### src/rtl/qdac_pkg.sv
package qdac_pkg;

  localparam int unsigned QDAC_SYNC_STAGES = 2;

  // low bit index of one channel lane in a flat code vector
  function automatic int unsigned lane_lo(input int unsigned ch, input int unsigned w);
    return ch * w;
  endfunction

  // one-hot write enable for a channel address, all zero when idle
  function automatic logic [15:0] sel_onehot(input logic active, input logic [3:0] addr);
    logic [15:0] v;
    v = '0;
    if (active) v[addr] = 1'b1;
    return v;
  endfunction

endpackage

### src/rtl/qdac_sync.sv
module qdac_sync #(
  parameter int unsigned WIDTH   = 1,
  parameter int unsigned STAGES  = 2,
  parameter logic [WIDTH-1:0] RST_VAL = '0
) (
  input  logic             clk,
  input  logic             rst_n,
  input  logic [WIDTH-1:0] d_i,
  output logic [WIDTH-1:0] q_o
);
  logic [WIDTH-1:0] stg [STAGES];

  always_ff @(posedge clk or negedge rst_n) begin
    if (!rst_n) begin
      for (int k = 0; k < STAGES; k++) stg[k] <= RST_VAL;
    end else begin
      stg[0] <= d_i;
      for (int k = 1; k < STAGES; k++) stg[k] <= stg[k-1];
    end
  end

  assign q_o = stg[STAGES-1];
endmodule

### src/rtl/qdac_in_bank.sv
module qdac_in_bank
  import qdac_pkg::*;
#(
  parameter int unsigned CODE_W = 8,
  parameter int unsigned ADDR_W = 2,
  localparam int unsigned NCH   = 1 << ADDR_W,
  localparam int unsigned VEC_W = NCH * CODE_W
) (
  input  logic              clk,
  input  logic              rst_n,
  input  logic              wr_act,
  input  logic [ADDR_W-1:0] addr,
  input  logic [CODE_W-1:0] data,
  output logic [VEC_W-1:0]  in_q_o,
  output logic [VEC_W-1:0]  in_next_o
);
  logic [15:0]    sel_full;
  logic [NCH-1:0] wen;

  assign sel_full = sel_onehot(wr_act, 4'(addr));
  assign wen      = sel_full[NCH-1:0];

  for (genvar i = 0; i < NCH; i++) begin : g_lane
    localparam int unsigned LO = i * CODE_W;
    assign in_next_o[LO +: CODE_W] = wen[i] ? data : in_q_o[LO +: CODE_W];

    always_ff @(posedge clk or negedge rst_n) begin
      if (!rst_n) in_q_o[LO +: CODE_W] <= '0;
      else        in_q_o[LO +: CODE_W] <= in_next_o[LO +: CODE_W];
    end
  end

  // at most one channel is written per cycle
  p_one_lane_r2: assert property (@(posedge clk) disable iff (!rst_n)
    $onehot0(wen));

  // no input register moves while the write level is inactive
  p_in_hold_r3: assert property (@(posedge clk) disable iff (!rst_n)
    !wr_act |=> $stable(in_q_o));
endmodule

### src/rtl/qdac_out_bank.sv
module qdac_out_bank #(
  parameter int unsigned CODE_W = 8,
  parameter int unsigned NCH    = 4,
  localparam int unsigned VEC_W = NCH * CODE_W
) (
  input  logic             clk,
  input  logic             rst_n,
  input  logic             ld_act,
  input  logic             shdn_act,
  input  logic [VEC_W-1:0] in_next,
  output logic [VEC_W-1:0] dac_q_o,
  output logic             oe_q_o
);
  always_ff @(posedge clk or negedge rst_n) begin
    if (!rst_n) begin
      dac_q_o <= '0;
      oe_q_o  <= 1'b1;
    end else begin
      if (ld_act) dac_q_o <= in_next;
      oe_q_o <= !shdn_act;
    end
  end

  // DAC codes hold while the load level is inactive
  p_dac_hold_r5: assert property (@(posedge clk) disable iff (!rst_n)
    !ld_act |=> $stable(dac_q_o));

  // shutdown drops the enable on the next edge
  p_oe_off_r7: assert property (@(posedge clk) disable iff (!rst_n)
    shdn_act |=> !oe_q_o);
endmodule

### src/rtl/qdac_par_ctrl.sv
module qdac_par_ctrl
  import qdac_pkg::*;
#(
  parameter int unsigned CODE_W = 8,
  parameter int unsigned ADDR_W = 2,
  localparam int unsigned NCH   = 1 << ADDR_W,
  localparam int unsigned VEC_W = NCH * CODE_W,
  localparam int unsigned SW    = CODE_W + ADDR_W + 3
) (
  input  logic              clk,
  input  logic              rst_n,
  input  logic [CODE_W-1:0] data_i,
  input  logic [ADDR_W-1:0] addr_i,
  input  logic              wr_n_i,
  input  logic              ldac_n_i,
  input  logic              shdn_i,
  output logic [VEC_W-1:0]  dac_codes_o,
  output logic              out_en_o
);
  localparam logic [SW-1:0] IDLE_WORD = {1'b0, 1'b1, 1'b1, {ADDR_W{1'b0}}, {CODE_W{1'b0}}};

  logic [SW-1:0]     raw_w, syn_w;
  logic [CODE_W-1:0] data_s;
  logic [ADDR_W-1:0] addr_s;
  logic              wr_n_s, ldac_n_s, shdn_s;
  logic              wr_act, ld_act;
  logic [VEC_W-1:0]  in_q, in_next;

  assign raw_w = {shdn_i, ldac_n_i, wr_n_i, addr_i, data_i};

  qdac_sync #(.WIDTH(SW), .STAGES(QDAC_SYNC_STAGES), .RST_VAL(IDLE_WORD)) u_sync (
    .clk(clk), .rst_n(rst_n), .d_i(raw_w), .q_o(syn_w)
  );

  assign {shdn_s, ldac_n_s, wr_n_s, addr_s, data_s} = syn_w;
  assign wr_act = !wr_n_s;
  assign ld_act = !ldac_n_s;

  qdac_in_bank #(.CODE_W(CODE_W), .ADDR_W(ADDR_W)) u_in (
    .clk(clk), .rst_n(rst_n), .wr_act(wr_act), .addr(addr_s), .data(data_s),
    .in_q_o(in_q), .in_next_o(in_next)
  );

  qdac_out_bank #(.CODE_W(CODE_W), .NCH(NCH)) u_out (
    .clk(clk), .rst_n(rst_n), .ld_act(ld_act), .shdn_act(shdn_s),
    .in_next(in_next), .dac_q_o(dac_codes_o), .oe_q_o(out_en_o)
  );

  // after a load cycle every DAC register equals its input register
  p_dac_track_r4: assert property (@(posedge clk) disable iff (!rst_n)
    ld_act |=> dac_codes_o == in_q);

  // releasing shutdown restores the enable
  p_oe_on_r7: assert property (@(posedge clk) disable iff (!rst_n)
    !shdn_s |=> out_en_o);

  // write and load together put the bus on the addressed lane
  p_pass_r6: assert property (@(posedge clk) disable iff (!rst_n)
    (wr_act && ld_act) |=> dac_codes_o[lane_lo(32'($past(addr_s)), CODE_W) +: CODE_W] == $past(data_s));
endmodule

### config.mk
export PLATFORM = sky130hd
export DESIGN_NAME = qdac_par_ctrl
export DESIGN_NICKNAME = d
export VERILOG_FILES = /design/src/rtl/qdac_pkg.sv /design/src/rtl/qdac_sync.sv /design/src/rtl/qdac_in_bank.sv /design/src/rtl/qdac_out_bank.sv /design/src/rtl/qdac_par_ctrl.sv
export SDC_FILE = /design/constraint.sdc
export NUM_CORES = 1
export LEC_CHECK = 0
export CAP_MARGIN = 20
export CORE_UTILIZATION = 30
export DETAILED_ROUTE_END_ITERATION = 8
export PLACE_DENSITY = 0.57
export SYNTH_ARGS = -nofsm -noshare
export SYNTH_HDL_FRONTEND = slang
export SYNTH_SLANG_ARGS = --single-unit
### constraint.sdc
create_clock -name clk -period 2.2 [get_ports clk]
set_clock_uncertainty 0.2 [all_clocks]
set_input_delay 0.33 -clock clk [delete_from_list [all_inputs] [get_ports clk]]
set_output_delay 0.33 -clock clk [all_outputs]
set_load 0.01 [all_outputs]
Yosys cells after proc, flatten, opt, wreduce, memory -nomap -nowiden
Index checks and enable logic that the tools add are counted.

Flip-flop bits (word level): 91. Bits of input ports: 15. Output and inout bits: 33. Word-level logic and storage cells: 19.

$lt $le $gt $ge: 2. Multiplexer cells: 7. Reduce and logical (&&, ||, !) cells: 2.

Operators by type and width (number): 8-bit two-way mux (4); 2-bit by 5-bit < comparator with 1-bit output, second input constant (1); 4-bit two-way mux (1); 1-bit demux with 2-bit select (1); 2-bit by 1-bit >= comparator with 1-bit output, second input constant (1); 1-bit logical AND (1); 1-bit logical NOT (1); 1-bit two-way mux (1).

Depth between registers and ports, before layout
Depth after elaboration: 6. Mapped depth: 4. Gate-level depth less buffers: 3.

Modules after synthesis
From an unflattened synthesis, not the netlist that was laid out.

Cells, all modules: 179. Area total of the unflattened synthesis: 3348.2 um^2.

By module, submodules not included: qdac_out_bank (instances 1, cells an instance 70, area an instance 1375.1 um^2); qdac_in_bank (instances 1, cells an instance 68, area an instance 1212.4 um^2); qdac_sync (instances 1, cells an instance 39, area an instance 753.2 um^2); qdac_par_ctrl (instances 1, cells an instance 2, area an instance 7.5 um^2).

Least setup slack after synthesis
OpenSTA, ideal clock, no wires.

Kind: reg-to-reg. From: reg u_sync.stg, in the netlist u_sync.q_o[8]. To: reg u_out.dac_q_o[0]. Arrival time: 1.455 ns. Data required time: 1.875 ns. Path slack: 0.421 ns. Cell stages (with the launch flop): 4. Buffers on the path: 0. Clock period less this slack: 1.779 ns. Cell sequence: dfrtp_1 -> nor3_2 -> mux2_2 -> mux2_2.

Longest elaborated chain between the ends: 6.

RTL lines: from (decl) (RTL line qdac_sync.sv:11) `logic [WIDTH-1:0] stg [STAGES];`; 2-bit by 5-bit < comparator with 1-bit output (implied by the code) or 2-bit by 1-bit >= comparator with 1-bit output (tied branches) (RTL line qdac_pkg.sv:14) `if (active) v[addr] = 1'b1;`; 1-bit logical AND (implied by the code) (RTL line qdac_pkg.sv:14); 1-bit two-way mux (implied by the code) (RTL line qdac_pkg.sv:14); 1-bit demux with 2-bit select (*); 4-bit two-way mux (*) (RTL line qdac_pkg.sv:14); 8-bit two-way mux (*) (RTL line qdac_in_bank.sv:25) `assign in_next_o[LO +: CODE_W] = wen[i] ? data : in_q_o[LO +: CODE_W];`; named net in_next[0] (RTL line qdac_par_ctrl.sv:27) `logic [VEC_W-1:0] in_q, in_next;`; to (signal assigned) (RTL line qdac_out_bank.sv:19) `if (ld_act) dac_q_o <= in_next;`; to (decl) (RTL line qdac_out_bank.sv:11) `output logic [VEC_W-1:0] dac_q_o,`.

Mark *: on every way through the listed nets, which the timed path passes. The rest lies on a longest branch. A chain may end at the register's enable or synchronous reset.

Worst setup path in the final report
From: reg u_sync.stg, in the netlist u_sync.q_o[8]. To: reg u_out.dac_q_o[9].

Same word-level chain as after synthesis.

==> impl_metrics.ini <==
[run_status]
status = completed

[sta]
fmax_ghz = 0.497
setup_viol = 0
finalSetupTns_ps = 0
tightestPinTransition_ps = 992
period_share_pct = 91.5
maxSlewHeadroom_pct = 33.6
holdWs_ps = 156
drv_slew = 0
finalHoldViolCount = 0
rsz0062_at_grt = false
post-route-min-period_ps = 2010

[worst_setup_path]
r2r_slack_ps = 190
worstSetupEndpointType = flip-flop
cp_data_required_time_ps = 2240
crit_path_max_incr_delay_ps = 620
reg2reg_from = u_sync.q_o[8]$_DFF_PN0_
critical_path.startpoint_type = flip-flop
crit_slowest_cell = or3b_1
crit_type = reg2reg
cp_cell_sequence = or3b_1 > mux2_4 > mux2_2
cp.arrival_ps = 2050
cp_num_buf_inv = 0
reg2reg_depth = 3
crit_fanout = 8
path_delay_family = multiplexers
timing.rr.end = u_out.dac_q_o[9]$_DFFE_PN0N_

[power_and_ir_drop]
clock_power_share_pct = 31.6
internal-power_mw = 3.05
powerDensity_nw_per_um2 = 988
total_leakage_power_nw = 1.77
switchingPower_mw = 0.973
vdd_drop_max_mv = 0.358
switching_share_pct = 24.2
p_comb_share_pct = 17.2
seqPwrFrac_pct = 51.1

[clock_network]
cts_buffer_depth = 2
cts_made_buffers = 9
cts_htree_levels = 3
clkTransAtPathRegs_ps = 90
postCtsHoldBufs = 1
cts_sinks = 91
cts_setup_buffers = 0
cts_tree = yes
cts-root-buf = clkbuf_8
cts_resized = 0
clk_latency_ps = 350

[finish]
fin_nets = 272
num-fill-cells = 1004
layout-drive-gt1-share_pct = 29.8
fin_util_pct = 39.6
finalNonFillerCells = 398
final_common_cell = dfrtp_1
area_growth_pct = 28.8
fin_area_um2 = 4070
layout_common_cells = dfrtp_1, clkdlybuf4s50_1, mux2_2, nand2_1, a21oi_1
antenna_cells = 0

[logic_synthesis]
synth.area.top_cells = dfrtp_1, mux2_2, dfstp_2
synth_top_cell_area_share_pct = 68.1
ys_warn_count = 0
synth_area_um2 = 3160
ys_seq_area_share_pct = 72.3
ys_types = 16
yosysTopAreaCell = dfrtp_1
avgSynthCellArea_um2 = 15.8
ys_seq_elements = 91
synth_fp_nets = 215
netlist_instances = 200

[hold_path]
worstHoldEndpoint = u_sync.q_o[1]$_DFF_PN0_
hold_path_depth = 0
hp-start = u_sync.stg[14]$_DFF_PN0_
hp-class = reg2reg

[die]
start_util_pct = 30.7
die_x_um = 105
ioPinCount = 48
num_rows = 37
dieArea_um2 = 10900
core_um2 = 10300
die_h_um = 105

[placed_design]
globalplace.congestion = 0.664
io_buffer_count = 47
dp_cells = 381
placed_cell_area_um2 = 3830
dpl.hpwl_mm = 3.66

[grt]
use_met1_pct = 15.9
grt_start_max_net_pins = 46
use_met2_pct = 15.6
grt_usage_pct = 11.2
grt_busiest_layer = met1
grt_pass1_vias = 1783
antenna_found_initial = 0
grt-ovfl-total = 0
grt.met3_usage_pct = 3.62
grt_pass1_wl_mm = 9.32

[route]
wl_mm = 5.53
vias = 1700
antenna_left = 0
drt-initial-drc-count = 57
drcViolationCount = 0
first_pass_iters = 4
vias_per_cell = 4.27
wl_per_cell_um = 13.9

[flow_run]
cap_violations = 0
-- worst reg2reg max path: cells and delay by family, from the launching register on --
kind             cells  cell delay [ps]
muxes                2              660
and+or+nand+nor      1              620
DFF                  1              430
-- cell usage after synthesis (all sizes together) --
library cell	number
clkbuf	5
buf	2
dfstp	5
inv	1
nand3b	1
nand2	24
dfrtp	86
or3b	2
a21oi	16
mux2	48
nor3	1
nor2b	8
nor3b	1
-- final cells by class --
class | count | area [um^2] | area share (%)
flip-flops and latches | 91 | 2280 | 56.1
inverters | 1 | 3.75 | 0.0923
repair buffers | 53 | 541 | 13.3
clock buffers | 10 | 138 | 3.38
well taps | 136 | 170 | 4.18
multi-input cells | 101 | 838 | 20.6
clock inverters | 6 | 95.1 | 2.34
-- worst max path at each step --
stage | from | to | slack (ps) | cells after the start
after floorplan | u_sync.q_o[8]$_DFF_PN0_ | u_out.dac_q_o[0]$_DFFE_PN0N_ | 420 | 3
after global placement | u_sync.q_o[8]$_DFF_PN0_ | u_out.dac_q_o[14]$_DFFE_PN0N_ | 230 | 3
after detailed placement | u_sync.q_o[8]$_DFF_PN0_ | u_out.dac_q_o[11]$_DFFE_PN0N_ | 210 | 3
after CTS | u_sync.q_o[8]$_DFF_PN0_ | u_out.dac_q_o[9]$_DFFE_PN0N_ | 180 | 3
after global routing | u_sync.q_o[8]$_DFF_PN0_ | u_out.dac_q_o[11]$_DFFE_PN0N_ | 100 | 3
final | u_sync.q_o[8]$_DFF_PN0_ | u_out.dac_q_o[9]$_DFFE_PN0N_ | 190 | 3
-- routing by layer --
layer | vias up | share of wire [%]
met1 | 867 | 50
li1 | 790 | -
met5 | - | 0
met2 | 37 | 44
met3 | 6 | 4.7
met4 | 0 | 1.1
-- power by group through the flow --
stage                     Combinational (mW)  Sequential (mW)  Clock [mW]
after floorplan                        0.274             2.12           0
after global placement                 0.688             2.09           0
after detailed placement               0.700             2.10           0
after CTS                              0.705             2.06        1.31
after global routing                   0.750             2.09        1.40
final                                  0.692             2.06        1.27
-- registers in the layout (all words and copies together) (netlist names) --
| register | flops |
|---|---|
| u_out.dac_q_o | 32 |
| u_sync.q_o | 13 |
| u_out.oe_q_o | 1 |
| u_sync.stg | 13 |
| u_in.in_q_o | 32 |
-- metrics by stage --
stage               power [mW]  setup slack, ps
floorplan                 2.39              421
global placement          2.78              235
detailed placement        2.80              205
CTS                       4.09              180
global route              4.24             97.9
finish                    4.02              188
-- kinds of logic after synthesis --
| group | synth area share [%] |
|---|---|
| DFF | 72.3 |
| and+or+nand+nor | 5.94 |
| buffers and inverters | 1.19 |
| AOI/OAI and AO/OA | 2.53 |
| muxes | 18.1 |
Power figures use the tool's default switching activity.
